--- src/rtl/ilm_pkg.sv ---
package ilm_pkg;
  localparam int ADDR_W = 3;
  localparam logic [ADDR_W-1:0] A_MIN_LAT  = 3'd0;
  localparam logic [ADDR_W-1:0] A_MAX_LAT  = 3'd1;
  localparam logic [ADDR_W-1:0] A_TOT_LO   = 3'd2;
  localparam logic [ADDR_W-1:0] A_TOT_HI   = 3'd3;
  localparam logic [ADDR_W-1:0] A_ITER     = 3'd4;
  localparam logic [ADDR_W-1:0] A_OVERRUN  = 3'd5;
  localparam logic [ADDR_W-1:0] A_MAX_DUR  = 3'd6;
  localparam logic [ADDR_W-1:0] A_LAST_DUR = 3'd7;

  typedef enum logic {
    LT_IDLE = 1'b0,
    LT_WAIT = 1'b1
  } lat_state_e;
endpackage

--- src/rtl/ilm_sync.sv ---
module ilm_sync #(
  parameter int STAGES = 2
) (
  input  logic clk,
  input  logic rst_n,
  input  logic d_i,
  output logic q_o
);
  logic [STAGES-1:0] chain_q;

  generate
    for (genvar s = 0; s < STAGES; s++) begin : g_stage
      always_ff @(posedge clk or negedge rst_n) begin
        if (!rst_n) begin
          chain_q[s] <= 1'b0;
        end else begin
          if (s == 0) chain_q[s] <= d_i;
          else        chain_q[s] <= chain_q[(s == 0) ? 0 : s-1];
        end
      end
    end
  endgenerate

  assign q_o = chain_q[STAGES-1];
endmodule

--- src/rtl/ilm_edge.sv ---
module ilm_edge (
  input  logic clk,
  input  logic rst_n,
  input  logic lvl_i,
  output logic rise_o
);
  logic prev_q;

  always_ff @(posedge clk or negedge rst_n) begin
    if (!rst_n) prev_q <= 1'b0;
    else        prev_q <= lvl_i;
  end

  assign rise_o = lvl_i & ~prev_q;
endmodule

--- src/rtl/ilm_lat_track.sv ---
module ilm_lat_track
  import ilm_pkg::*;
#(
  parameter int LAT_W = 16
) (
  input  logic             clk,
  input  logic             rst_n,
  input  logic             irq_rise_i,
  input  logic             mark_rise_i,
  output logic             waiting_o,
  output logic             smp_valid_o,
  output logic [LAT_W-1:0] smp_o
);
  localparam logic [LAT_W-1:0] LAT_SAT = '1;

  function automatic logic [LAT_W-1:0] lat_sat_inc(input logic [LAT_W-1:0] v);
    return (v == LAT_SAT) ? v : v + LAT_W'(1);
  endfunction

  lat_state_e      st_q;
  logic [LAT_W-1:0] cnt_q;

  always_ff @(posedge clk or negedge rst_n) begin
    if (!rst_n) begin
      st_q  <= LT_IDLE;
      cnt_q <= '0;
    end else begin
      case (st_q)
        LT_IDLE: begin
          if (irq_rise_i && !mark_rise_i) begin
            st_q  <= LT_WAIT;
            cnt_q <= lat_sat_inc('0);
          end
        end
        default: begin
          if (mark_rise_i) st_q  <= LT_IDLE;
          else             cnt_q <= lat_sat_inc(cnt_q);
        end
      endcase
    end
  end

  assign waiting_o   = (st_q == LT_WAIT);
  assign smp_valid_o = waiting_o ? mark_rise_i : (irq_rise_i & mark_rise_i);
  assign smp_o       = waiting_o ? cnt_q : '0;
endmodule

--- src/rtl/ilm_dur_track.sv ---
module ilm_dur_track #(
  parameter int DUR_W = 16
) (
  input  logic             clk,
  input  logic             rst_n,
  input  logic             mark_lvl_i,
  input  logic             mark_rise_i,
  output logic             done_o,
  output logic [DUR_W-1:0] dur_o
);
  localparam logic [DUR_W-1:0] DUR_SAT = '1;

  function automatic logic [DUR_W-1:0] dur_sat_inc(input logic [DUR_W-1:0] v);
    return (v == DUR_SAT) ? v : v + DUR_W'(1);
  endfunction

  logic             busy_q;
  logic [DUR_W-1:0] cnt_q;

  always_ff @(posedge clk or negedge rst_n) begin
    if (!rst_n) begin
      busy_q <= 1'b0;
      cnt_q  <= '0;
    end else if (mark_rise_i) begin
      busy_q <= 1'b1;
      cnt_q  <= dur_sat_inc('0);
    end else if (busy_q) begin
      if (mark_lvl_i) cnt_q  <= dur_sat_inc(cnt_q);
      else            busy_q <= 1'b0;
    end
  end

  assign done_o = busy_q & ~mark_lvl_i;
  assign dur_o  = cnt_q;
endmodule

--- src/rtl/ilm_stats.sv ---
module ilm_stats #(
  parameter int LAT_W  = 16,
  parameter int DUR_W  = 16,
  parameter int TOT_W  = 48,
  parameter int ITER_W = 32,
  parameter int OVR_W  = 16
) (
  input  logic              clk,
  input  logic              rst_n,
  input  logic              clr_i,
  input  logic              lat_valid_i,
  input  logic [LAT_W-1:0]  lat_i,
  input  logic              ovr_evt_i,
  input  logic              dur_valid_i,
  input  logic [DUR_W-1:0]  dur_i,
  output logic [LAT_W-1:0]  min_o,
  output logic [LAT_W-1:0]  max_o,
  output logic [TOT_W-1:0]  tot_o,
  output logic [ITER_W-1:0] iter_o,
  output logic [OVR_W-1:0]  ovr_o,
  output logic [DUR_W-1:0]  max_dur_o,
  output logic [DUR_W-1:0]  last_dur_o
);
  function automatic logic [LAT_W-1:0] pick_lo(input logic [LAT_W-1:0] a, input logic [LAT_W-1:0] b);
    return (b < a) ? b : a;
  endfunction

  function automatic logic [LAT_W-1:0] pick_hi(input logic [LAT_W-1:0] a, input logic [LAT_W-1:0] b);
    return (b > a) ? b : a;
  endfunction

  always_ff @(posedge clk or negedge rst_n) begin
    if (!rst_n) begin
      min_o <= '1; max_o <= '0; tot_o <= '0; iter_o <= '0; ovr_o <= '0;
      max_dur_o <= '0; last_dur_o <= '0;
    end else if (clr_i) begin
      min_o <= '1; max_o <= '0; tot_o <= '0; iter_o <= '0; ovr_o <= '0;
      max_dur_o <= '0; last_dur_o <= '0;
    end else begin
      if (lat_valid_i) begin
        min_o  <= pick_lo(min_o, lat_i);
        max_o  <= pick_hi(max_o, lat_i);
        tot_o  <= tot_o + TOT_W'(lat_i);
        iter_o <= iter_o + ITER_W'(1);
      end
      if (ovr_evt_i) ovr_o <= ovr_o + OVR_W'(1);
      if (dur_valid_i) begin
        last_dur_o <= dur_i;
        if (dur_i > max_dur_o) max_dur_o <= dur_i;
      end
    end
  end
endmodule

--- src/rtl/irq_latency_mon.sv ---
module irq_latency_mon
  import ilm_pkg::*;
#(
  parameter int SYNC_STAGES = 2,
  parameter int LAT_W       = 16,
  parameter int DUR_W       = 16,
  parameter int TOT_W       = 48,
  parameter int ITER_W      = 32,
  parameter int OVR_W       = 16,
  parameter int DATA_W      = 32
) (
  input  logic              clk,
  input  logic              rst_n,
  input  logic              irq_i,
  input  logic              mark_i,
  input  logic              clr_i,
  input  logic [2:0]        rd_addr_i,
  output logic [DATA_W-1:0] rd_data_o
);
  localparam int TOT_HI_W = TOT_W - DATA_W;

  logic [1:0] raw_in, sync_lvl, rise;
  assign raw_in = {mark_i, irq_i};

  generate
    for (genvar i = 0; i < 2; i++) begin : g_in
      ilm_sync #(.STAGES(SYNC_STAGES)) sync_i (
        .clk(clk), .rst_n(rst_n), .d_i(raw_in[i]), .q_o(sync_lvl[i]));
      ilm_edge edge_i (
        .clk(clk), .rst_n(rst_n), .lvl_i(sync_lvl[i]), .rise_o(rise[i]));
    end
  endgenerate

  logic irq_rise, mark_rise, mark_lvl;
  assign irq_rise  = rise[0];
  assign mark_rise = rise[1];
  assign mark_lvl  = sync_lvl[1];

  logic             waiting, lat_valid, ovr_evt, dur_valid;
  logic [LAT_W-1:0] lat_smp;
  logic [DUR_W-1:0] dur_smp;

  ilm_lat_track #(.LAT_W(LAT_W)) lat_i (
    .clk(clk), .rst_n(rst_n), .irq_rise_i(irq_rise), .mark_rise_i(mark_rise),
    .waiting_o(waiting), .smp_valid_o(lat_valid), .smp_o(lat_smp));

  assign ovr_evt = waiting & irq_rise;

  ilm_dur_track #(.DUR_W(DUR_W)) dur_i (
    .clk(clk), .rst_n(rst_n), .mark_lvl_i(mark_lvl), .mark_rise_i(mark_rise),
    .done_o(dur_valid), .dur_o(dur_smp));

  logic [LAT_W-1:0]  min_q, max_q;
  logic [TOT_W-1:0]  tot_q;
  logic [ITER_W-1:0] iter_q;
  logic [OVR_W-1:0]  ovr_q;
  logic [DUR_W-1:0]  max_dur_q, last_dur_q;

  ilm_stats #(.LAT_W(LAT_W), .DUR_W(DUR_W), .TOT_W(TOT_W), .ITER_W(ITER_W), .OVR_W(OVR_W)) st_i (
    .clk(clk), .rst_n(rst_n), .clr_i(clr_i),
    .lat_valid_i(lat_valid), .lat_i(lat_smp), .ovr_evt_i(ovr_evt),
    .dur_valid_i(dur_valid), .dur_i(dur_smp),
    .min_o(min_q), .max_o(max_q), .tot_o(tot_q), .iter_o(iter_q), .ovr_o(ovr_q),
    .max_dur_o(max_dur_q), .last_dur_o(last_dur_q));

  logic [TOT_HI_W-1:0] tot_hi;
  assign tot_hi = tot_q[TOT_W-1:DATA_W];

  always_comb begin
    case (rd_addr_i)
      A_MIN_LAT:  rd_data_o = DATA_W'(min_q);
      A_MAX_LAT:  rd_data_o = DATA_W'(max_q);
      A_TOT_LO:   rd_data_o = tot_q[DATA_W-1:0];
      A_TOT_HI:   rd_data_o = DATA_W'(tot_hi);
      A_ITER:     rd_data_o = DATA_W'(iter_q);
      A_OVERRUN:  rd_data_o = DATA_W'(ovr_q);
      A_MAX_DUR:  rd_data_o = DATA_W'(max_dur_q);
      default:    rd_data_o = DATA_W'(last_dur_q);
    endcase
  end
endmodule

--- config.mk ---
export PLATFORM = sky130hd
export DESIGN_NAME = irq_latency_mon
export DESIGN_NICKNAME = d
export VERILOG_FILES = /design/src/rtl/ilm_pkg.sv /design/src/rtl/ilm_sync.sv /design/src/rtl/ilm_edge.sv /design/src/rtl/ilm_lat_track.sv /design/src/rtl/ilm_dur_track.sv /design/src/rtl/ilm_stats.sv /design/src/rtl/irq_latency_mon.sv
export SDC_FILE = /design/constraint.sdc
export NUM_CORES = 1
export LEC_CHECK = 0
export CAP_MARGIN = 15
export CORE_ASPECT_RATIO = 0.75
export CORE_UTILIZATION = 55
export DETAILED_ROUTE_END_ITERATION = 7
export GPL_TIMING_DRIVEN = 0
export HOLD_SLACK_MARGIN = 0.02
export PLACE_DENSITY = 0.74
export SLEW_MARGIN = 40
export SYNTH_ARGS = -nofsm -noshare
export SYNTH_HDL_FRONTEND = slang
export SYNTH_HIERARCHICAL = 1
export SYNTH_SLANG_ARGS = --single-unit
--- constraint.sdc ---
create_clock -name clk -period 4.2 [get_ports clk]
set_input_delay 0.63 -clock clk [delete_from_list [all_inputs] [get_ports clk]]
set_output_delay 0.63 -clock clk [all_outputs]
set_load 0.005 [all_outputs]
### Word-level counts from Yosys, hierarchy flattened

Cells that the tools add are included.

* add/sub/neg operators: 5
* reductions and logical operators: 17
* equal/unequal tests: 11
* multiplexer cells: 34
* bitwise gates (word level): 8
* $lt $le $gt $ge: 3

Operator list (count)
* $mux W16: 22
* $pmux W32 S7: 1
* $mux W48: 2
* $mux W32: 2
* $add A16 B1 Y16 const B: 3
* $add A48 B16 Y48: 1
* $add A32 B1 Y32 const B: 1
* $eq A16 B16 Y1 const B: 2
* $gt A16 B16 Y1: 2
* $reduce_bool A2 Y1: 9
* $lt A16 B16 Y1: 1
* $eq A3 B3 Y1 const B: 3
* $mux W1: 7
* $eq A3 B2 Y1 const B: 2
* $ne A2 B2 Y1 const B: 3
* $reduce_and A2 Y1: 3
* $reduce_and A3 Y1: 2
* $and A1 B1 Y1: 5
* $eq A3 B1 Y1 const B: 1
* $logic_not A3 Y1: 1
* $not A1 Y1: 3
* $logic_and A1 B1 Y1: 1
* $logic_not A1 Y1: 1

* bits of input ports: 8
* word-level logic and storage cells: 95
* bits in registers: 200
* output and inout port bits: 32

### Logic depth before layout (Yosys ltp)

* depth in word-level cells: 6
* mapped depth: 14
* mapped depth without buffers: 11

### By module

Netlist, hierarchy kept.

By module, submodules not included
* ilm_stats: area an instance 9673.0 um^2, seq. area each 4023.9 um^2, instances 1, cells each 1038
* irq_latency_mon: area an instance 1288.7 um^2, seq. area each 0.0 um^2, instances 1, cells each 190
* ilm_lat_track: area an instance 1103.6 um^2, seq. area each 425.4 um^2, instances 1, cells each 123
* ilm_dur_track: area an instance 948.4 um^2, seq. area each 425.4 um^2, instances 1, cells each 93
* ilm_sync: area an instance 50.0 um^2, seq. area each 50.0 um^2, instances 2, cells each 2
* ilm_edge: area an instance 38.8 um^2, seq. area each 25.0 um^2, instances 2, cells each 2

### Worst setup path after synthesis

Ideal clock, no wire load.

* kind: register to register
* from: register lat_i.st_q (netlist: lat_i/waiting_o)
* to: register st_i.tot_o[20]
* path buffers: 2
* arrival time: 3094 ps
* period minus slack after synthesis: 3232 ps
* required time: 4061 ps
* slack: 968 ps
* setup time: 139 ps
* cell stages (with the launch flop): 14
* path through: dfrtp_1 buf_2 inv_1 clkbuf_1 nor2_1 ha_1 inv_1 fa_1 nor2b_4 o2111ai_2 a31oi_4 a311oi_2 and3_1 or4_1

* cells in the longest elaborated chain, start to end: 4
* elaborated cells between the ends (all ways): 6
* classes of those cells: add/sub: 1; mux: 4; reduce/logical: 1

Ends and longest elaborated chain
* start, declared: line ilm_lat_track.sv:20 `lat_state_e st_q;`
* start signal, assigned: line ilm_lat_track.sv:25 `st_q <= LT_IDLE;`
* start signal, assigned: line ilm_lat_track.sv:31 `st_q <= LT_WAIT;`
* start signal, assigned: line ilm_lat_track.sv:36 `if (mark_rise_i) st_q <= LT_IDLE;`
* $mux W16: line ilm_lat_track.sv:45 `assign smp_o = waiting_o ? cnt_q : '0;`
* via lat_smp[0]: line irq_latency_mon.sv:40 `logic [LAT_W-1:0] lat_smp;`
* $add A48 B16 Y48: line ilm_stats.sv:43 `tot_o <= tot_o + TOT_W'(lat_i);`
* $mux W48: line ilm_stats.sv:40 `if (lat_valid_i) begin`
* $mux W48: line ilm_stats.sv:36 `end else if (clr_i) begin`
* end signal, assigned: line ilm_stats.sv:43
* end, declared: line ilm_stats.sv:18 `output logic [TOT_W-1:0] tot_o,`

The timed path passes the listed nets, and every way through them passes these cells. The select of a mux whose other input is x is not followed.
A chain may end at the register's enable or synchronous reset.

### Final worst setup path

* from: register lat_i.st_q (netlist: lat_i/waiting_o)
* to: register st_i.tot_o[34]

The elaborated chain is that of the path after synthesis.

==> impl_metrics.toml <==
[hold_path]
hold_path_class = "primary input to asynchronous set/reset pin"

[setup_path]
rr_worst_depth = 12
worstReg2RegStart = "lat_i/waiting_o$_DFF_PN0_"
required_ns = 4.57
worstSetupStartpointType = "flip-flop"
worstPathArrival_ns = 4.41
critical_path_depth = 12
crit_path_frequent_cell = "clkbuf_1"
register_to_register_setup_slack_ns = 0.16
setup.worst_path.class = "flip-flop to flip-flop"
crit_path_start = "lat_i/waiting_o$_DFF_PN0_"
setup.worst_path.end_class = "flip-flop"
critPathBufInv = 4
crit_path_max_incr_delay_ns = 0.54
cp_max_fo = 10
crit_slowest_cell = "clkbuf_1"
cells_along_the_critical_path = "buf_2, inv_1, clkbuf_1, nor2_2, ha_1, and2_1, a211oi_1, nand2_1, o211ai_4, clkbuf_1, o21ai_0, a21oi_1"
r2r_end = "st_i/tot_o[34]$_DFFE_PN0P_"
largest_delay_share_family_worst_path = "buffers and inverters"

[clocking]
cts_made_buffers = 17
worstSkewPairLatency_ns = 0.45
cts_post_setup_buffers_inserted = 0
cts_root_buffer = "clkbuf_16"
tritoncts = "yes"
register_clock_pin_slew_on_the_reported_worst_setup_and_hold_paths_ns = 0.08
clock_tree.buffer_depth = 2
numClockSinks = 200
ctsHtreeMaxLevel = 4

[finish]
multi_input_comb_area_mm2 = 0.00745
syn2layout_area_growth_pct = 10.9
fin_nets = 1588
post_layout_nonfiller_instances = 1825
sequential_cell_area_mm2 = 0.00502
number_of_inserted_diodes = 0
drive_gt1_share_pct = 9.84
nFillCells = 1943
final_design_area_no_fill_mm2 = 0.0146

[power_and_ir_drop]
power_per_cell_area_mw_per_mm2 = 302
cellLeakagePower_nw = 6.20
total_power_w = 0.00442
vdd_ir_drop_max_uv = 322

[floorplanning]
die_area_mm2 = 0.0246
design.core.area_mm2 = 0.0232
floorplan.rows = 48
design.portCount = 40
fp.dieW_um = 181
chipHeight_um = 136
starting_density_of_the_core_pct = 56.8

[logic_synthesis]
synthCells = 1452
yosys_warnings = 6
synth-edff-count = 0
synth-main-ff-cell = "dfrtp_1"
yosys-top-cells-area = "dfrtp_1, ha_1, mux2i_1"
yosys.area.top_type = "dfrtp_1"
synth.top_cell.area_share_pct = 34.9
ys_seq_elements = 200
netlist_area_mm2 = 0.0132
synth_async_sr_flop_share_pct = 100
post_synth.cell_area_avg_um2 = 9.08
synthMostInstantiatedCell = "dfrtp_1"
netlist-cell-type-count = 94
postSynthNetCount = 1528
synth_common_cells = "dfrtp_1, nor2_1, nand2_1"
seq_area_frac_synth_pct = 38.1

[sta]
max_freq_mhz = 248
max_slew.worst_pin.slew_ns = 0.852
setup_repair_after_global_routing_missed_its_margin = "false"
final_hold_viol_count = 0
final-max-slew-violation-count = 0
timing.max_slew.rel_slack_pct = 43.2
setup_viol = 0
finClkSkew_ns = 0.0130
period_needed_ns = 4.04
post-route-period-util_pct = 96.2

[placed_design]
global_placer_s_final_weighted_congestion = 0.958
placement.cell_area_mm2 = 0.0140
detailed_place_hpwl_um = 28600
placed_cells = 1793
buffer_ports.inserted = 38

[detailed_routing]
routed_wl_um = 38400
drt_drc_violations_left = 0
initialDrtViolationCount = 1272
routed_wirelength_normalized_by_instance_count_um = 21.1
detail-route-antenna-nets = 0
detailedRoute.firstPassIterationCount = 5
vias_per_cell = 6.40
vias = 11700

[global_route]
grt_max_degree = 70
grt_pass1_vias = 10900
grt_usage_pct = 31.8
antenna_found_initial = 0
first_pass_grt_wire_length_um = 60400
grt.overflow.total = 0

[job]
maxCapViolCount = 0

[outcome]
outcome = "complete, no violations"
-- worst register-to-register path: cells and delay by family, from the launching register on --
family,cells,cell delay (ns)
simple gates,3,0.67
flops,1,0.38
compound gates,4,1.08
fa+ha+maj,1,0.46
buf+inv,4,1.37
-- cells by family (layout without fill, tap and decap cells) --
logic type | count (synthesis) | after routing | synth area share, %
fa+ha+maj | 68 | 68 | 6.51
compound gates | 321 | 321 | 17.7
buf+inv | 161 | 234 | 5.55
flops | 200 | 200 | 38.1
xor+xnor | 58 | 58 | 3.85
mux | 91 | 91 | 7.02
simple gates | 553 | 553 | 21.2
-- worst max-delay path by stage --
stage | endpoint | slack (ns)
after floorplan | st_i/tot_o[20]$_DFFE_PN0P_ | 0.97
after global placement | dur_i/dur_o[12]$_DFFE_PN0P_ | -6.19
after detailed placement | st_i/tot_o[46]$_DFFE_PN0P_ | 0.10
after CTS | st_i/tot_o[46]$_DFFE_PN0P_ | 0.09
after global routing | st_i/tot_o[22]$_DFFE_PN0P_ | 0.005
final | st_i/tot_o[34]$_DFFE_PN0P_ | 0.16
-- where the power goes --
group	internal, W	total [W]	switching, W
sequential	0.00199	0.00205	0.0000649
clock	0.000796	0.00164	0.000841
combinational	0.000276	0.000735	0.000459
-- sequential cells by signal (all words and copies together) (netlist names), 16 cells and up --
name and count:
dur_i/dur_o 16, lat_i/cnt_q 16, st_i/iter_o 32, st_i/last_dur_o 16, st_i/max_dur_o 16, st_i/max_o 16
st_i/min_o 16, st_i/ovr_o 16, st_i/tot_o 48
-- routing by layer --
layer | track usage (%) | vias to the layer above | share of wire (%)
li1 | - | 5349 | -
met1 | 46.6 | 5717 | 46
met2 | 48.1 | 541 | 43
met3 | 5.46 | 68 | 8.6
met4 | 9.69 | 0 | 2.2
met5 | 0 | - | 0
-- cell usage in the layout, fill, tap and decap left out, drive strengths merged, types with 40 or more instances in the layout --
| cell | count |
|---|---|
| mux2i | 82 |
| buf | 50 |
| a21oi | 98 |
| dfrtp | 184 |
| clkbuf | 53 |
| nand3 | 52 |
| nand2 | 129 |
| nor2 | 176 |
| ha | 67 |
| o21ai | 40 |
| xor2 | 43 |
| inv | 88 |
-- metrics by stage --
| step | hold slack, ns | setup TNS, ns | util (%) | worst slack, ns |
|---|---|---|---|---|
| after floorplan | 0.331 | 0 | - | 0.968 |
| after global placement | 0.333 | -1192.24 | 60.0 | -6.19 |
| after detailed placement | 0.335 | 0 | 60.4 | 0.102 |
| after CTS | 0.0408 | 0 | 62.9 | 0.0864 |
| after global routing | 0.0517 | 0 | 62.9 | 0.00470 |
| final | 0.0404 | 0 | 62.9 | 0.161 |
-- cell type report --
type                       count  share of cell area [%]
multi-input combinational   1091                    50.9
sequential                   200                    34.4
timing repair buffer          41                    3.20
buffer                        82                    2.98
clock buffer                  17                    2.91
tap                          300                    2.57
inverter                      79                    2.03
clock inverter                15                    1.04
-- what timing repair did --
action,4_1_cts,5_1_grt
endpoints found under the hold margin,0,0
endpoints found under the setup margin,0,17
hold buffers,0,0
resized for setup,0,5
Note: power is estimated with default switching activity, not from simulation.
